[config.mk]
export PLATFORM = sky130hd
export DESIGN_NAME = sample_packer
export DESIGN_NICKNAME = d
export VERILOG_FILES = /design/src/rtl/sample_packer_pkg.sv /design/src/rtl/sample_packer_ctrl.sv /design/src/rtl/sample_packer_dp.sv /design/src/rtl/sample_packer.sv
export SDC_FILE = /design/constraint.sdc
export NUM_CORES = 1
export LEC_CHECK = 0
export BUFFER_PORTS_ARGS = -buffer_cell sky130_fd_sc_hd__buf_2
export CORE_AREA = 2 2 85 103
export DETAILED_ROUTE_END_ITERATION = 6
export DIE_AREA = 0 0 87 105
export GPL_ROUTABILITY_DRIVEN = 0
export PLACE_DENSITY = 0.8
export SETUP_SLACK_MARGIN = 0.4
export SKIP_CTS_REPAIR_TIMING = 1
export SLEW_MARGIN = 20
export SYNTH_ARGS = -nofsm -noshare
export SYNTH_HDL_FRONTEND = slang
export SYNTH_SLANG_ARGS = --single-unit
[constraint.sdc]
create_clock -name clk -period 5.35 [get_ports clk]
set_input_delay 0.8025 -clock clk [delete_from_list [all_inputs] [get_ports clk]]
set_output_delay 0.8025 -clock clk [all_outputs]
set_load 0.05 [all_outputs]
[src/rtl/sample_packer_pkg.sv]
`timescale 1ns/1ps
package sample_packer_pkg;
  localparam int BYTE_W = 8;
  localparam int LANES  = 4;
  localparam int WORD_W = BYTE_W * LANES;
  localparam int LANE_W = $clog2(LANES);

  typedef enum logic [1:0] {
    SZ_BYTE = 2'b00,
    SZ_HALF = 2'b01,
    SZ_WORD = 2'b10
  } sampleSize_e;

  typedef struct packed {
    logic              accept;
    logic              emit;
    logic [LANE_W-1:0] lane;
    sampleSize_e       size;
  } packStrobe_t;

  function automatic sampleSize_e sizeDecode(input logic [1:0] code);
    case (code)
      2'b00:   return SZ_BYTE;
      2'b01:   return SZ_HALF;
      default: return SZ_WORD;
    endcase
  endfunction

  function automatic logic [LANE_W:0] sizeBytes(input sampleSize_e sz);
    case (sz)
      SZ_BYTE: return (LANE_W+1)'(1);
      SZ_HALF: return (LANE_W+1)'(2);
      default: return (LANE_W+1)'(LANES);
    endcase
  endfunction
endpackage

[src/rtl/sample_packer_ctrl.sv]
`timescale 1ns/1ps
module sample_packer_ctrl
  import sample_packer_pkg::*;
(
  input  logic              clk,
  input  logic              rstN,
  input  logic              sampleValid,
  input  logic [1:0]        sizeSel,
  input  logic              flushReq,
  output packStrobe_t       strobe,
  output logic [LANE_W-1:0] fillLane,
  output sampleSize_e       heldSize
);
  logic          isEmpty;
  sampleSize_e   effSize;
  logic [LANE_W:0] nextFill;
  logic          complete;
  logic          emit;

  assign isEmpty  = (fillLane == '0);
  assign effSize  = isEmpty ? sizeDecode(sizeSel) : heldSize;
  assign nextFill = {1'b0, fillLane} + sizeBytes(effSize);
  assign complete = nextFill[LANE_W];
  assign emit     = (sampleValid && complete) || (flushReq && (sampleValid || !isEmpty));

  always_comb begin
    strobe.accept = sampleValid;
    strobe.emit   = emit;
    strobe.lane   = fillLane;
    strobe.size   = effSize;
  end

  always_ff @(posedge clk) begin
    if (!rstN) begin
      fillLane <= '0;
      heldSize <= SZ_BYTE;
    end else begin
      if (emit)             fillLane <= '0;
      else if (sampleValid) fillLane <= nextFill[LANE_W-1:0];
      if (sampleValid && isEmpty) heldSize <= effSize;
    end
  end
endmodule

[src/rtl/sample_packer_dp.sv]
`timescale 1ns/1ps
module sample_packer_dp
  import sample_packer_pkg::*;
(
  input  logic              clk,
  input  logic              rstN,
  input  packStrobe_t       strobe,
  input  logic              bigEndian,
  input  logic [WORD_W-1:0] sampleData,
  output logic              wordValid,
  output logic [WORD_W-1:0] wordData
);
  logic [LANES-1:0][BYTE_W-1:0] sampleBytes;
  logic [LANES-1:0][BYTE_W-1:0] orderedBytes;
  logic [LANES-1:0][BYTE_W-1:0] accBytes;
  logic [LANES-1:0][BYTE_W-1:0] mergedBytes;
  logic [LANE_W:0]              width;
  logic                         doSwap;

  assign sampleBytes = sampleData;
  assign width       = sizeBytes(strobe.size);
  assign doSwap      = bigEndian && (strobe.size != SZ_BYTE);

  for (genvar j = 0; j < LANES; j++) begin : g_order
    localparam logic [LANE_W:0] JIDX = (LANE_W+1)'(j);
    logic [LANE_W:0] srcIdx;
    assign srcIdx = width - JIDX - (LANE_W+1)'(1);
    assign orderedBytes[j] = (JIDX >= width) ? '0 :
                             (doSwap ? sampleBytes[srcIdx[LANE_W-1:0]] : sampleBytes[j]);
  end

  for (genvar b = 0; b < LANES; b++) begin : g_lane
    localparam logic [LANE_W:0] BIDX = (LANE_W+1)'(b);
    logic [LANE_W:0] rel;
    logic            hit;
    assign rel = BIDX - {1'b0, strobe.lane};
    assign hit = strobe.accept && (BIDX >= {1'b0, strobe.lane}) && (rel < width);
    assign mergedBytes[b] = hit ? orderedBytes[rel[LANE_W-1:0]] : accBytes[b];
  end

  always_ff @(posedge clk) begin
    if (!rstN) begin
      accBytes  <= '0;
      wordData  <= '0;
      wordValid <= 1'b0;
    end else begin
      wordValid <= strobe.emit;
      if (strobe.emit) begin
        wordData <= mergedBytes;
        accBytes <= '0;
      end else if (strobe.accept) begin
        accBytes <= mergedBytes;
      end
    end
  end
endmodule

[src/rtl/sample_packer.sv]
`timescale 1ns/1ps
module sample_packer
  import sample_packer_pkg::*;
(
  input  logic        clk,
  input  logic        rstN,
  input  logic        sampleValid,
  input  logic [31:0] sampleData,
  input  logic [1:0]  sizeSel,
  input  logic        bigEndian,
  input  logic        flushReq,
  output logic        wordValid,
  output logic [31:0] wordData
);
  packStrobe_t       strobe;
  logic [LANE_W-1:0] fillLane;
  sampleSize_e       heldSize;

  sample_packer_ctrl ctrl_i (
    .clk        (clk),
    .rstN       (rstN),
    .sampleValid(sampleValid),
    .sizeSel    (sizeSel),
    .flushReq   (flushReq),
    .strobe     (strobe),
    .fillLane   (fillLane),
    .heldSize   (heldSize)
  );

  sample_packer_dp dp_i (
    .clk       (clk),
    .rstN      (rstN),
    .strobe    (strobe),
    .bigEndian (bigEndian),
    .sampleData(sampleData),
    .wordValid (wordValid),
    .wordData  (wordData)
  );
endmodule

# Word level (Yosys, flattened, before mapping)
# Cells that the tools add are included.
dict set report totals {
  reg_bits 69
  latchBits 0
  ramBits 0
  rom_bits 0
  output_inout_bits 33
  wordCells 91
  n_memories 0
}
dict set report classes {
  addsub 11
  multipliers 0
  div_mod_pow 0
  magnitude_cmp 19
  eq_ne 2
  shifts 0
  n_mux 31
  n_bitwise 1
  n_reduce_logical 19
}
# op count
set op_table {}
lappend op_table {{2-to-1 mux 8 bit} 20}
lappend op_table {{binary-select mux 8 bit (select 2 bit)} 8}
lappend op_table {{< comparator 2 x 3 -> 1 bit (second input constant)} 8}
lappend op_table {{< comparator 3 bit} 4}
lappend op_table {{logical AND 1 bit} 11}
lappend op_table {{subtractor 2 x 1 -> 2 bit (second input constant)} 4}
lappend op_table {{>= comparator 1 x 3 -> 1 bit (first input constant)} 2}
lappend op_table {{>= comparator 2 x 3 -> 1 bit (first input constant)} 2}
lappend op_table {{logical NOT 2 bit} 3}
lappend op_table {{case mux 3 bit (2 select lines)} 1}
lappend op_table {{subtractor 1 x 2 -> 3 bit (first input constant)} 2}
lappend op_table {{subtractor 2 x 2 -> 3 bit (first input constant)} 2}
lappend op_table {{equality test 2 x 1 -> 1 bit (second input constant)} 2}
lappend op_table {{>= comparator 1 x 2 -> 1 bit (first input constant)} 2}
lappend op_table {{case mux 2 bit (2 select lines)} 1}
lappend op_table {{subtractor 2 bit (second input constant)} 2}
lappend op_table {{adder 2 x 3 -> 3 bit} 1}
lappend op_table {{>= comparator 2 bit (first input constant)} 1}
lappend op_table {{logical OR 1 bit} 2}
lappend op_table {{2-to-1 mux 2 bit} 1}
lappend op_table {{nonzero test 2 bit} 1}
lappend op_table {{OR reduction 2 bit} 1}
lappend op_table {{logical NOT 1 bit} 1}
lappend op_table {{NOT 1 bit} 1}

# Depth between registers and ports, before layout
# Gate-level depths: netlist (run 1).
dict set report logic_depth {
  depth_word 14
  ltp_mapped 16
  ltp_nobuf 12
}

# Modules after synthesis
# A second synthesis (run 1) with hierarchy kept.
dict set report hier_totals {
  hier_cells 613
  hier_area_um2 5255.0
}
# module instances cells_each area_per_inst_um2 seq_area_each_um2
set by_module_without_submodules {}
lappend by_module_without_submodules {sample_packer_dp 1 576 4943.5 1301.2}
lappend by_module_without_submodules {sample_packer_ctrl 1 37 311.5 80.1}

# Least setup slack after synthesis (run 1)
# No wires, ideal clock.
dict set report synth_path {
  path_kind {register to register}
  start {register ctrl_i.fillLane[1]}
  end {register dp_i.wordData[17]}
  arrival_ps 3628
  required_ps 5233
  slack_ps 1604
  stages_incl_launch_ff 17
  n_path_buf 4
  synth_period_minus_slack_ps 3746
  cell_sequence {dfxtp_1 > clkbuf_1 > inv_2 > buf_1 > ha_1 > buf_4 > or3b_4 > nand2_4 > inv_1 > ha_1 > nor2b_1 > o21ai_0 > and3_1 > clkbuf_1 > o2111a_1 > a31oi_1 > a32o_1}
}
dict set report synth_via {
  elab_chain_len 13
  word_cells_on_any_way 47
  cone_classes {add/sub (8); order compare (6); eq/ne (1); mux (21); reduce/logical (11)}
}
# element line
set synth_rtl {}
lappend synth_rtl {{start: declaration} sample_packer_ctrl.sv:11} ;# output logic [LANE_W-1:0] fillLane,
lappend synth_rtl {{start signal: assignment} sample_packer_ctrl.sv:39} ;# else if (sampleValid) fillLane <= nextFill[LANE_W-1:0];
lappend synth_rtl {{logical NOT 2 bit} sample_packer_ctrl.sv:20} ;# assign isEmpty = (fillLane == '0);
lappend synth_rtl {{2-to-1 mux 2 bit} sample_packer_ctrl.sv:21} ;# assign effSize = isEmpty ? sizeDecode(sizeSel) : heldSize;
lappend synth_rtl {{equality test 2 x 1 -> 1 bit / logical NOT 2 bit (equally long branches)} sample_packer_pkg.sv:30} ;# case (sz)
lappend synth_rtl {{case mux 3 bit (2 select lines)} sample_packer_pkg.sv:30}
lappend synth_rtl {{subtractor 2 x 1 -> 2 bit / subtractor 2 bit (equally long branches)} sample_packer_dp.sv:27} ;# assign srcIdx = width - JIDX - (LANE_W+1)'(1);
lappend synth_rtl {{subtractor 2 x 1 -> 2 bit} sample_packer_dp.sv:27}
lappend synth_rtl {{binary-select mux 8 bit (select 2 bit)} sample_packer_dp.sv:29} ;# (doSwap ? sampleBytes[srcIdx[LANE_W-1:0]] : sampleBytes[j]);
lappend synth_rtl {{2-to-1 mux 8 bit (implied by the code)} sample_packer_dp.sv:29}
lappend synth_rtl {{2-to-1 mux 8 bit} sample_packer_dp.sv:29}
lappend synth_rtl {{2-to-1 mux 8 bit} sample_packer_dp.sv:28} ;# assign orderedBytes[j] = (JIDX >= width) ? '0 :
lappend synth_rtl {{binary-select mux 8 bit (select 2 bit)} sample_packer_dp.sv:38} ;# assign mergedBytes[b] = hit ? orderedBytes[rel[LANE_W-1:0]] : accBytes[b];
lappend synth_rtl {{2-to-1 mux 8 bit (implied by the code)} sample_packer_dp.sv:38}
lappend synth_rtl {{2-to-1 mux 8 bit} sample_packer_dp.sv:38}
lappend synth_rtl {{end signal: assignment} sample_packer_dp.sv:49} ;# wordData <= mergedBytes;
lappend synth_rtl {{end: declaration} sample_packer_dp.sv:11} ;# output logic [WORD_W-1:0] wordData
# Several ways; a longest one is shown, not always the timed one. The select of a mux whose other input is x is not followed.
# A chain may end at the register's enable or synchronous reset.

# Worst setup path in the final report (run 1)
dict set report layout_path {
  start {register ctrl_i.fillLane[0]}
  end {register dp_i.accBytes[3] in the netlist's numbering}
}
dict set report layout_via {
  elab_chain_len 13
  word_cells_on_any_way 48
  cone_classes {add/sub (8); order compare (6); eq/ne (1); mux (21); reduce/logical (12)}
}
# element line
set layout_rtl {}
lappend layout_rtl {{logical NOT 2 bit} sample_packer_ctrl.sv:20}
lappend layout_rtl {{2-to-1 mux 2 bit} sample_packer_ctrl.sv:21}
lappend layout_rtl {{equality test 2 x 1 -> 1 bit / logical NOT 2 bit (equally long branches)} sample_packer_pkg.sv:30}
lappend layout_rtl {{case mux 3 bit (2 select lines)} sample_packer_pkg.sv:30}
lappend layout_rtl {{subtractor 2 x 1 -> 2 bit / subtractor 2 bit (equally long branches)} sample_packer_dp.sv:27}
lappend layout_rtl {{subtractor 2 x 1 -> 2 bit} sample_packer_dp.sv:27}
lappend layout_rtl {{binary-select mux 8 bit (select 2 bit)} sample_packer_dp.sv:29}
lappend layout_rtl {{2-to-1 mux 8 bit (implied by the code)} sample_packer_dp.sv:29}
lappend layout_rtl {{2-to-1 mux 8 bit} sample_packer_dp.sv:29}
lappend layout_rtl {{2-to-1 mux 8 bit} sample_packer_dp.sv:28}
lappend layout_rtl {{binary-select mux 8 bit (select 2 bit)} sample_packer_dp.sv:38}
lappend layout_rtl {{2-to-1 mux 8 bit (implied by the code)} sample_packer_dp.sv:38}
lappend layout_rtl {{2-to-1 mux 8 bit} sample_packer_dp.sv:38}
lappend layout_rtl {{end signal: assignment} sample_packer_dp.sv:52} ;# accBytes <= mergedBytes;
lappend layout_rtl {{end: declaration} sample_packer_dp.sv:15} ;# logic [LANES-1:0][BYTE_W-1:0] accBytes;
# Several ways; a longest one is shown, not always the timed one. The select of a mux whose other input is x is not followed.

==> flow_metrics.tcl, run 1 <==
set metrics [dict create \
    run_status "completed" \
    post_drt_wl_per_cell_um 19.3 \
    synthToLayoutAreaGrowth_pct 12.2 \
    die_height_um 105 \
    holdCritPathClass "reg2reg" \
    period_minus_slack_ns 3.66 \
    hold_ws_ns 0.450 \
    totalNegativeSetupSlack_ns 0 \
    viasPerCell 6.87 \
    critical-path-slowest-cell "sky130_fd_sc_hd__and2_1" \
    synth_edf_count 0 \
    ant_nets 0 \
    final_max_slew_viols 0 \
    final.setup_skew_ns 0.00773 \
    clkSlewWorstSetupHoldPaths_ns 0.07 \
    final_net_count 656 \
    wire_length_of_the_first_global_routing_pass_mm 21.9 \
    tritoncts "yes" \
    core-area_mm2 0.00806 \
    row_count 36 \
    vias 4824 \
    yosys-top-cells-count "69 x sky130_fd_sc_hd__dfxtp_1, 46 x sky130_fd_sc_hd__o21ai_0, 39 x sky130_fd_sc_hd__nor2_1" \
    synth_area_per_cell_um2 8.29 \
    drc_violation_total_after_the_first_tritonroute_iteration 542 \
    worstPathCellList "inv_1, ha_1, buf_4, nor3b_4, nor2_4, inv_2, ha_1, fa_1, xnor2_1, o22ai_1, buf_4, and2_1, nand2_1, o22ai_1" \
    achievable-frequency_ghz 0.273 \
    ys_seq_elements 69 \
    num_io_pins 72 \
    p_leak_uw 0.00206 \
    synth-async-reset-ratio 0 \
    detailedRoute.firstPassIterationCount 6 \
    report.final.hold_viol_count 0 \
    grt_antenna_before_repair 0 \
    numPortBuffers 71 \
    netlist_top_cells_area "sky130_fd_sc_hd__dfxtp_1 30%, sky130_fd_sc_hd__o21ai_0 5.0%, sky130_fd_sc_hd__mux2i_1 4.8%" \
    routed_wl_mm 13.6 \
    yosys.area.top_type_share 0.300 \
    worstSetupStartpointType "register" \
    critical_path_buf_inv_count 4 \
    netlist-cell-type-count 79 \
    cp.required_ns 5.62 \
    first_global_vias 4362 \
    timing.final.setup_violations 0 \
    portion_of_the_post_synthesis_area_used_by_sequential_elements 0.300 \
    worst-setup-path-type "reg2reg" \
    route.detailed.drc 0 \
    stdcell_count 702 \
    synth_fp_nets 609 \
    numPlacedInstances 686 \
    multiInputGateArea_mm2 0.00297 \
    setup.worst_path.end_class "register" \
    global_route.overflow_total 0 \
    final.period_utilization 0.684 \
    ff_latch_area_mm2 0.00138 \
    ys.flop_type "sky130_fd_sc_hd__dfxtp_1" \
    cts_buffer_count 9 \
    final_core_utilization 0.640 \
    cts.sink_count 69 \
    antennaDiodeCount 0 \
    netlist_instances 555 \
    crit_arrival_ns 3.93 \
    cts.htree.levels 3 \
    root_buffer "sky130_fd_sc_hd__clkbuf_8" \
    fp.dieArea_mm2 0.00914 \
    crit_path_max_fanout 23 \
    cellPowerDensity_mw_per_mm2 315 \
    die_w_um 87 \
    synthesis.area_mm2 0.00460 \
    synth.largest_area_cell "sky130_fd_sc_hd__dfxtp_1" \
    slew_limit_headroom 0.347 \
    final.fill_count 701 \
    max_slew.worst_pin.slew_ns 0.972 \
    library_cell_with_the_highest_instance_count_after_synthesis "sky130_fd_sc_hd__dfxtp_1" \
    cts_buffer_depth 2 \
    grt_start_max_net_pins 59 \
    critical-path-max-stage-delay_ns 0.61 \
    track_usage 0.302 \
    critPathTopFamily "simple AND/OR/NAND/NOR gates" \
    place_hpwl_mm 9.90 \
    clk_latency_ns 0.36 \
    initial_utilization 0.571 \
    timing.max_cap.violations 0 \
    rsz0062_at_grt "false" \
    final_layout_size_suffix_gt1_frac 0.216 \
    yosysWarnings 0 \
    vdd.ir_drop.worst_v 0.000178 \
]
## layout make-up
class,count,area share
sequential,69,0.268
timing repair buffer,80,0.0819
clock buffer,13,0.0327
inverter,16,0.0116
clock inverter,3,0.00824
multi-input combinational,426,0.575
tap,95,0.0230
## worst paths after layout
kind                      startpoint                end  slack [ns]  depth (start not counted)
setup / recovery  ctrl_i.fillLane[0]   dp_i.accBytes[3]        1.69                         14
hold / removal     dp_i.wordData[22]  dp_i.wordData[22]        0.45                          2
setup reg to reg  ctrl_i.fillLane[0]   dp_i.accBytes[3]        1.69                         14
hold reg to reg    dp_i.wordData[22]  dp_i.wordData[22]        0.45                          2
## worst register-to-register path, cell delays in order (launching register included)
cell and delay (ns):
sky130_fd_sc_hd__dfxtp_2 0.32, sky130_fd_sc_hd__inv_1 0.05, sky130_fd_sc_hd__ha_1 0.24, sky130_fd_sc_hd__buf_4 0.22
sky130_fd_sc_hd__nor3b_4 0.20, sky130_fd_sc_hd__nor2_4 0.20, sky130_fd_sc_hd__inv_2 0.11, sky130_fd_sc_hd__ha_1 0.21
sky130_fd_sc_hd__fa_1 0.40, sky130_fd_sc_hd__xnor2_1 0.16, sky130_fd_sc_hd__o22ai_1 0.16, sky130_fd_sc_hd__buf_4 0.30
sky130_fd_sc_hd__and2_1 0.62, sky130_fd_sc_hd__nand2_1 0.20, sky130_fd_sc_hd__o22ai_1 0.17
## sequential cells by signal (all words and copies together) (netlist names)
| name | count |
|---|---|
| ctrl_i.fillLane | 2 |
| dp_i.wordValid | 1 |
| dp_i.wordData | 32 |
| dp_i.accBytes | 32 |
| ctrl_i.heldSize | 2 |
## layout by cell type, fill, tap and decap left out, types with 9 or more instances in the layout
cell type	count
sky130_fd_sc_hd__buf_2	71
sky130_fd_sc_hd__dfxtp_1	68
sky130_fd_sc_hd__o21ai_0	46
sky130_fd_sc_hd__nor2_1	39
sky130_fd_sc_hd__nand2_1	35
sky130_fd_sc_hd__a21oi_1	30
sky130_fd_sc_hd__mux2i_1	22
sky130_fd_sc_hd__a211oi_1	19
sky130_fd_sc_hd__nor3_1	18
sky130_fd_sc_hd__nand3_1	15
sky130_fd_sc_hd__o211ai_1	14
sky130_fd_sc_hd__ha_1	14
sky130_fd_sc_hd__a221oi_1	12
sky130_fd_sc_hd__clkbuf_8	12
sky130_fd_sc_hd__inv_1	11
sky130_fd_sc_hd__a31oi_1	11
sky130_fd_sc_hd__mux2_2	9
sky130_fd_sc_hd__buf_4	9
## cell families (layout without fill, tap and decap cells)
group / count (synthesis) / in the layout / synth area share
flip-flops: 69 / 69 / 0.300
adder cells (fa/ha/maj): 15 / 15 / 0.0424
XOR/XNOR: 1 / 1 / 0.00190
buffers and inverters: 60 / 112 / 0.0552
multiplexers: 34 / 34 / 0.0845
AND/OR/NAND/NOR: 158 / 158 / 0.179
AO/OA/AOI/OAI: 218 / 218 / 0.337
## power by group
| group | internal (uW) | switching (uW) |
|---|---|---|
| logic | 186 | 414 |
| clock network | 253 | 192 |
| registers | 560 | 21.8 |
| total | 998 | 628 |
## stage by stage
stage	area, um2	total power (uW)	setup WS [ns]
3_5_place_dp	4950	1180	1.59
4_1_cts	5160	1620	1.71
3_3_place_gp	4950	1170	1.76
2_1_floorplan	4600	1030	1.60
5_1_grt	5160	1700	1.31
6_report	5160	1630	1.69
## layer usage
layer / GRT usage / vias up / routed length (um)
met1: 0.409 / 2209 / 5680
met5: 0 / - / 0
met2: 0.449 / 306 / 5990
li1: - / 2253 / -
met4: 0.167 / 0 / 740
met3: 0.0537 / 56 / 1150
No activity file was read; power rests on OpenSTA's default activity.
==> inputs of run 2 (changes only) <==
--- a/config.mk
+++ b/config.mk
@@ -5,12 +5,13 @@
 export SDC_FILE = /design/constraint.sdc
 export NUM_CORES = 1
 export LEC_CHECK = 0
+export ABC_AREA = 1
 export BUFFER_PORTS_ARGS = -buffer_cell sky130_fd_sc_hd__buf_2
-export CORE_AREA = 2 2 85 103
+export CORE_AREA = 2 2 88 106
 export DETAILED_ROUTE_END_ITERATION = 6
-export DIE_AREA = 0 0 87 105
+export DIE_AREA = 0 0 90 108
 export GPL_ROUTABILITY_DRIVEN = 0
-export PLACE_DENSITY = 0.8
+export PLACE_DENSITY = 0.76
 export SETUP_SLACK_MARGIN = 0.4
 export SKIP_CTS_REPAIR_TIMING = 1
 export SLEW_MARGIN = 20
==> constraint.sdc (replaced) <==
create_clock -name clk -period 3.2 [get_ports clk]
set_input_delay 0.48 -clock clk [delete_from_list [all_inputs] [get_ports clk]]
set_output_delay 0.48 -clock clk [all_outputs]
set_load 0.05 [all_outputs]
==> flow_metrics.tcl, run 2 <==
set metrics [dict create \
    timing.max_cap.violations 0 \
    worstSetupStartpointType "register" \
    netlist-cell-type-count 35 \
    worstHoldStart "rstN" \
    p_leak_uw 0.00265 \
    drc_violation_total_after_the_first_tritonroute_iteration 490 \
    cp.required_ns 3.50 \
    rsz0062_at_grt "false" \
    netlist_top_cells_area "sky130_fd_sc_hd__dfxtp_1 31%, sky130_fd_sc_hd__nand2_1 23%, sky130_fd_sc_hd__nand3_1 19%" \
    clkSlewWorstSetupHoldPaths_ns 0.08 \
    worst-r2r-setup-slack_ns 0.52 \
    place_hpwl_mm 9.30 \
    timing.final.setup_violations 0 \
    grt_antenna_before_repair 0 \
    synth-async-reset-ratio 0 \
    routed_wl_mm 13.0 \
    setup.worst_path.end_class "register" \
    critical-path-max-stage-delay_ns 0.41 \
    cellPowerDensity_mw_per_mm2 475 \
    holdPathEnd "ctrl_i.heldSize[1]" \
    viasPerCell 5.50 \
    crit_path_max_fanout 33 \
    slew_limit_headroom 0.579 \
    synthToLayoutAreaGrowth_pct 14.3 \
    vias 4865 \
    die_w_um 90 \
    cts_buffer_count 9 \
    first_global_vias 4421 \
    yosys-top-cells-count "267 x sky130_fd_sc_hd__nand2_1, 165 x sky130_fd_sc_hd__nand3_1, 69 x sky130_fd_sc_hd__dfxtp_1" \
    fp.dieArea_mm2 0.00972 \
    root_buffer "sky130_fd_sc_hd__clkbuf_8" \
    synth_area_per_cell_um2 6.30 \
    portion_of_the_post_synthesis_area_used_by_sequential_elements 0.313 \
    synth_edf_count 0 \
    final_max_slew_viols 0 \
    synthesis.area_mm2 0.00441 \
    initial_utilization 0.513 \
    r2r_cells 14 \
    ys.flop_type "sky130_fd_sc_hd__dfxtp_1" \
    detailedRoute.firstPassIterationCount 5 \
    num_io_pins 72 \
    cts_buffer_depth 2 \
    final_layout_size_suffix_gt1_frac 0.176 \
    library_cell_with_the_highest_instance_count_after_synthesis "sky130_fd_sc_hd__nand2_1" \
    route.detailed.drc 0 \
    detailed_place.area_mm2 0.00487 \
    totalNegativeSetupSlack_ns 0 \
    clk_latency_ns 0.36 \
    post_drt_wl_per_cell_um 14.7 \
    final_common_cell "sky130_fd_sc_hd__nand2_1" \
    synth.largest_area_cell "sky130_fd_sc_hd__dfxtp_1" \
    whs_path_depth 3 \
    layout.cells.most_common_list "267 x sky130_fd_sc_hd__nand2_1, 165 x sky130_fd_sc_hd__nand3_1, 71 x sky130_fd_sc_hd__buf_2" \
    tritoncts "yes" \
    worst-setup-path-type "reg2reg" \
    critical-path-slowest-cell "sky130_fd_sc_hd__fa_1" \
    final.period_utilization 0.836 \
    ys_seq_elements 69 \
    period_minus_slack_ns 2.68 \
    run_status "completed" \
    cts.htree.levels 3 \
    worstPathCellList "clkinv_4, ha_4, inv_2, nand2_4, nand2_4, nor2_4, ha_1, fa_1, or2_1, nand3_1, nand2_1, nor2_4, buf_12, o21a_1" \
    rr_startpoint "ctrl_i.fillLane[1]" \
    r2r_end "ctrl_i.fillLane[0]" \
    crit_arrival_ns 2.98 \
    cts.sink_count 69 \
    timing.final.ws_setup_ns 0.523 \
    final.fill_count 869 \
    track_usage 0.274 \
    max_slew.worst_pin.slew_ns 0.626 \
    achievable-frequency_ghz 0.374 \
    global_route.overflow_total 0 \
    core-area_mm2 0.00861 \
    wire_length_of_the_first_global_routing_pass_mm 21.4 \
    vdd.ir_drop.worst_v 0.000204 \
    yosys.area.top_type_share 0.313 \
    final_net_count 816 \
    row_count 37 \
    grt_start_max_net_pins 37 \
    place_worst_setup_slack_ns 0.427 \
    numPortBuffers 71 \
    final.setup_skew_ns 0.0121 \
    ant_nets 0 \
    report.final.hold_viol_count 0 \
    finalInstanceArea_mm2 0.00504 \
    yosysWarnings 0 \
    critical_path_buf_inv_count 3 \
    critPathTopFamily "simple AND/OR/NAND/NOR gates" \
    netlist_instances 701 \
    holdCritPathClass "in2reg" \
    die_height_um 108 \
    layout_top_registers "dp_i.accBytes: 32 flops, dp_i.wordData: 32 flops" \
    antennaDiodeCount 0 \
    synth_fp_nets 755 \
]
==> run 2: changes by cell type after synthesis, moves of 9 or more <==
cell / previous run / this run
sky130_fd_sc_hd__nand2_1: 35 / 267
sky130_fd_sc_hd__nand3_1: 15 / 165
sky130_fd_sc_hd__o21ai_0: 46 / 6
sky130_fd_sc_hd__inv_1: 11 / 36
sky130_fd_sc_hd__nor2_1: 39 / 15
sky130_fd_sc_hd__mux2i_1: 22 / 0
sky130_fd_sc_hd__a211oi_1: 19 / 1
sky130_fd_sc_hd__nor3_1: 18 / 0
sky130_fd_sc_hd__clkbuf_1: 24 / 8
sky130_fd_sc_hd__a221oi_1: 12 / 1
sky130_fd_sc_hd__a31oi_1: 11 / 0
sky130_fd_sc_hd__o211ai_1: 14 / 4
sky130_fd_sc_hd__mux2_2: 9 / 0
==> run 2: how the worst max path moves through the flow <==
stage / start / end / slack (ns) / depth (start not counted)
finish: ctrl_i.fillLane[1] / ctrl_i.fillLane[0] / 0.52 / 14
global route: ctrl_i.fillLane[1] / dp_i.wordData[14] / 0.40 / 15
CTS: ctrl_i.fillLane[1] / dp_i.accBytes[6] / 0.49 / 14
detailed placement: sizeSel[1] / dp_i.accBytes[12] / 0.43 / 13
global placement: sizeSel[1] / dp_i.accBytes[28] / 0.50 / 13
floorplan: ctrl_i.fillLane[0] / dp_i.accBytes[11] / 0.42 / 15
==> run 2: cell type report <==
type,instances,area [um2],area share
clock buffer,12,145,0.0288
clock inverter,4,23.8,0.00471
inverter,44,175,0.0347
multi-input combinational,550,2670,0.530
sequential,69,1390,0.275
tap,117,146,0.0290
timing repair buffer,88,495,0.0982
==> run 2: cells by family after synthesis <==
kind of cell             Yosys count  share of synthesized area
AO/OA/AOI/OAI                     58                     0.0763
adder cells (fa/ha/maj)           15                     0.0442
buffers and inverters             82                     0.0879
flip-flops                        69                      0.313
AND/OR/NAND/NOR                  477                      0.479
==> run 2: routing by layer <==
metal / vias up / GRT usage / wire [um] / part of all wire
met3: 39 / 0.0648 / 1280 / 0.099
met4: 0 / 0.143 / 517 / 0.040
met2: 279 / 0.429 / 5760 / 0.44
met5: - / 0 / 0 / 0
met1: 2132 / 0.353 / 5400 / 0.42
li1: 2415 / - / - / -
==> run 2: power breakdown <==
group | switching, uW | internal [uW] | total [uW]
clock | 333 | 300 | 633
combinational | 581 | 245 | 826
sequential | 21.8 | 917 | 939
total | 935 | 1460 | 2400
==> run 2: worst reg2reg max path: stages, from the launching register on <==
cell	delay [ns]
sky130_fd_sc_hd__dfxtp_4	0.36
sky130_fd_sc_hd__clkinv_4	0.06
sky130_fd_sc_hd__ha_4	0.19
sky130_fd_sc_hd__inv_2	0.09
sky130_fd_sc_hd__nand2_4	0.08
sky130_fd_sc_hd__nand2_4	0.17
sky130_fd_sc_hd__nor2_4	0.05
sky130_fd_sc_hd__ha_1	0.19
sky130_fd_sc_hd__fa_1	0.41
sky130_fd_sc_hd__or2_1	0.24
sky130_fd_sc_hd__nand3_1	0.13
sky130_fd_sc_hd__nand2_1	0.11
sky130_fd_sc_hd__nor2_4	0.20
sky130_fd_sc_hd__buf_12	0.21
sky130_fd_sc_hd__o21a_1	0.15
==> run 2: through the flow <==
stage,power (uW),std cells,hold slack (ns),util
after floorplan,1570,701,0.450,-
after global routing,2530,884,0.392,0.586
final,2400,884,0.389,0.586
after global placement,1750,868,0.432,0.565
after detailed placement,1760,868,0.434,0.565
after CTS,2390,884,0.387,0.585
==> inputs of run 3 (changes only) <==
==> constraint.sdc (replaced) <==
create_clock -name clk -period 2.3 [get_ports clk]
set_input_delay 0.345 -clock clk [delete_from_list [all_inputs] [get_ports clk]]
set_output_delay 0.345 -clock clk [all_outputs]
set_load 0.05 [all_outputs]
==> flow_metrics.tcl, run 3 (synthesized netlist as in run 2, its figures left out) <==
set metrics [dict create \
    initial_utilization 0.513 \
    cts.sink_count 69 \
    r2r_end "dp_i.wordData[9]" \
    final_max_slew_viols 0 \
    critical-path-slowest-cell "sky130_fd_sc_hd__dfxtp_4" \
    route.detailed.drc 0 \
    place_hpwl_mm 9.75 \
    run_status "finished with violations" \
    worst-setup-path-type "reg2reg" \
    final_layout_size_suffix_gt1_frac 0.279 \
    first_global_vias 4591 \
    root_buffer "sky130_fd_sc_hd__clkbuf_8" \
    crit_path_max_fanout 6 \
    place_worst_setup_slack_ns -0.171 \
    cts_buffer_depth 2 \
    synthToLayoutAreaGrowth_pct 29.5 \
    failed_checks "negative setup slack" \
    cellPowerDensity_mw_per_mm2 662 \
    global_route.overflow_total 0 \
    timing.max_cap.violations 0 \
    cts_buffer_count 9 \
    worstHoldStart "rstN" \
    holdCritPathClass "in2reg" \
    whs_path_depth 3 \
    vdd.ir_drop.worst_v 0.000310 \
    multiInputGateArea_mm2 0.00294 \
    period_minus_slack_ns 2.45 \
    final.fill_count 745 \
    ff_latch_area_mm2 0.00139 \
    die_height_um 108 \
    cts.htree.levels 3 \
    final_common_cell "sky130_fd_sc_hd__nand2_1" \
    rr_startpoint "ctrl_i.fillLane[1]" \
    wire_length_of_the_first_global_routing_pass_mm 21.6 \
    die_w_um 90 \
    totalNegativeSetupSlack_ns -6.33 \
    cpMostUsedCell "sky130_fd_sc_hd__nand2_1" \
    tritoncts "yes" \
    routed_wl_mm 13.9 \
    p_leak_uw 0.00293 \
    r2r_cells 15 \
    holdPathEnd "ctrl_i.heldSize[1]" \
    fp.dieArea_mm2 0.00972 \
    viasPerCell 5.54 \
    critical_path_buf_inv_count 4 \
    final.period_utilization 1.07 \
    clk_latency_ns 0.34 \
    critPathTopFamily "simple AND/OR/NAND/NOR gates" \
    row_count 37 \
    grt_start_max_net_pins 37 \
    worstSetupStartpointType "register" \
    cp.required_ns 2.54 \
    worst-r2r-setup-slack_ns -0.15 \
    drc_violation_total_after_the_first_tritonroute_iteration 369 \
    detailedRoute.firstPassIterationCount 5 \
    vias 5038 \
    layout.cells.most_common_list "239 x sky130_fd_sc_hd__nand2_1, 158 x sky130_fd_sc_hd__nand3_1, 72 x sky130_fd_sc_hd__buf_2" \
    post_drt_wl_per_cell_um 15.2 \
    ant_nets 0 \
    num_io_pins 72 \
    grt_antenna_before_repair 0 \
    timing.final.ws_setup_ns -0.151 \
    final_net_count 841 \
    core-area_mm2 0.00861 \
    crit_arrival_ns 2.69 \
    clkSlewWorstSetupHoldPaths_ns 0.08 \
    critical-path-max-stage-delay_ns 0.39 \
    achievable-frequency_ghz 0.408 \
    report.final.hold_viol_count 0 \
    final.setup_skew_ns 0.0141 \
    setup.worst_path.end_class "register" \
    timing.final.setup_violations 66 \
    layout_top_registers "dp_i.accBytes: 32 flops, dp_i.wordData: 32 flops" \
    numPortBuffers 71 \
    worstPathCellList "clkinv_8, ha_4, nand2_1, nand2_4, nand2_4, inv_4, ha_4, o21bai_4, a221oi_4, buf_6, clkinvlp_4, nand2_2, nand2_1, nand2_1, nand2_1" \
    antennaDiodeCount 0 \
    max_slew.worst_pin.slew_ns 0.528 \
    track_usage 0.273 \
    rsz0062_at_grt "true" \
    slew_limit_headroom 0.644 \
]
run 3: changes by cell type in the layout (fill, tap and decap cells not counted), sizes merged:
cell / previous run / this run
clkbuf: 12 / 15
bufinv: 0 / 1
buf: 88 / 111
clkinvlp: 0 / 2
clkinv: 9 / 6
inv: 39 / 38
run 3: through the flow:
| step | instances | util | total power, uW | hold WS [ns] | area (um2) |
|---|---|---|---|---|---|
| final | 909 | 0.664 | 3780 | 0.262 | 5720 |
| after global routing | 909 | 0.664 | 3980 | 0.273 | 5720 |
| after CTS | 897 | 0.620 | 3650 | 0.254 | 5340 |
| after detailed placement | 881 | 0.592 | 2530 | 0.434 | 5100 |
| after global placement | 881 | 0.592 | 2500 | 0.432 | 5100 |
| after floorplan | 701 | - | 2220 | 0.448 | 4610 |
run 3: worst max-delay path by stage:
stage,startpoint,to,slack (ns),cells after the start
after floorplan,ctrl_i.fillLane[1],dp_i.accBytes[11],-0.32,15
after global placement,ctrl_i.fillLane[1],dp_i.wordData[14],-0.09,14
after detailed placement,ctrl_i.fillLane[1],dp_i.wordData[8],-0.17,15
after CTS,ctrl_i.fillLane[1],dp_i.wordData[14],-0.23,15
after global routing,ctrl_i.fillLane[1],dp_i.wordData[29],-0.26,17
final,ctrl_i.fillLane[1],dp_i.wordData[9],-0.15,15
run 3: routing by layer:
layer  vias to the layer above  global-route usage  routed length [um]
li1                       2474                   -                   -
met1                      2281               0.358                5900
met2                       249               0.453                6550
met3                        34              0.0453                1010
met4                         0               0.109                 399
met5                         -                   0                   0
run 3: report_power, final:
group | leakage (uW) | switching (uW) | internal, uW
clock | 0.000121 | 466 | 662
combinational | 0.00225 | 887 | 454
sequential | 0.000562 | 38.5 | 1270
total | 0.00293 | 1390 | 2390
run 3: cell type report:
cell class,instances,area share
clock inverters,3,0.00832
multi-input cells,550,0.515
clock buffers,13,0.0333
inverters,44,0.0350
flip-flops and latches,69,0.243
well taps,117,0.0256
repair buffers,113,0.140
run 3: worst min-delay path, stage by stage:
cell,delay (ns)
sky130_fd_sc_hd__buf_2,0.11
sky130_fd_sc_hd__o21ai_0,0.06
sky130_fd_sc_hd__a21oi_1,0.04
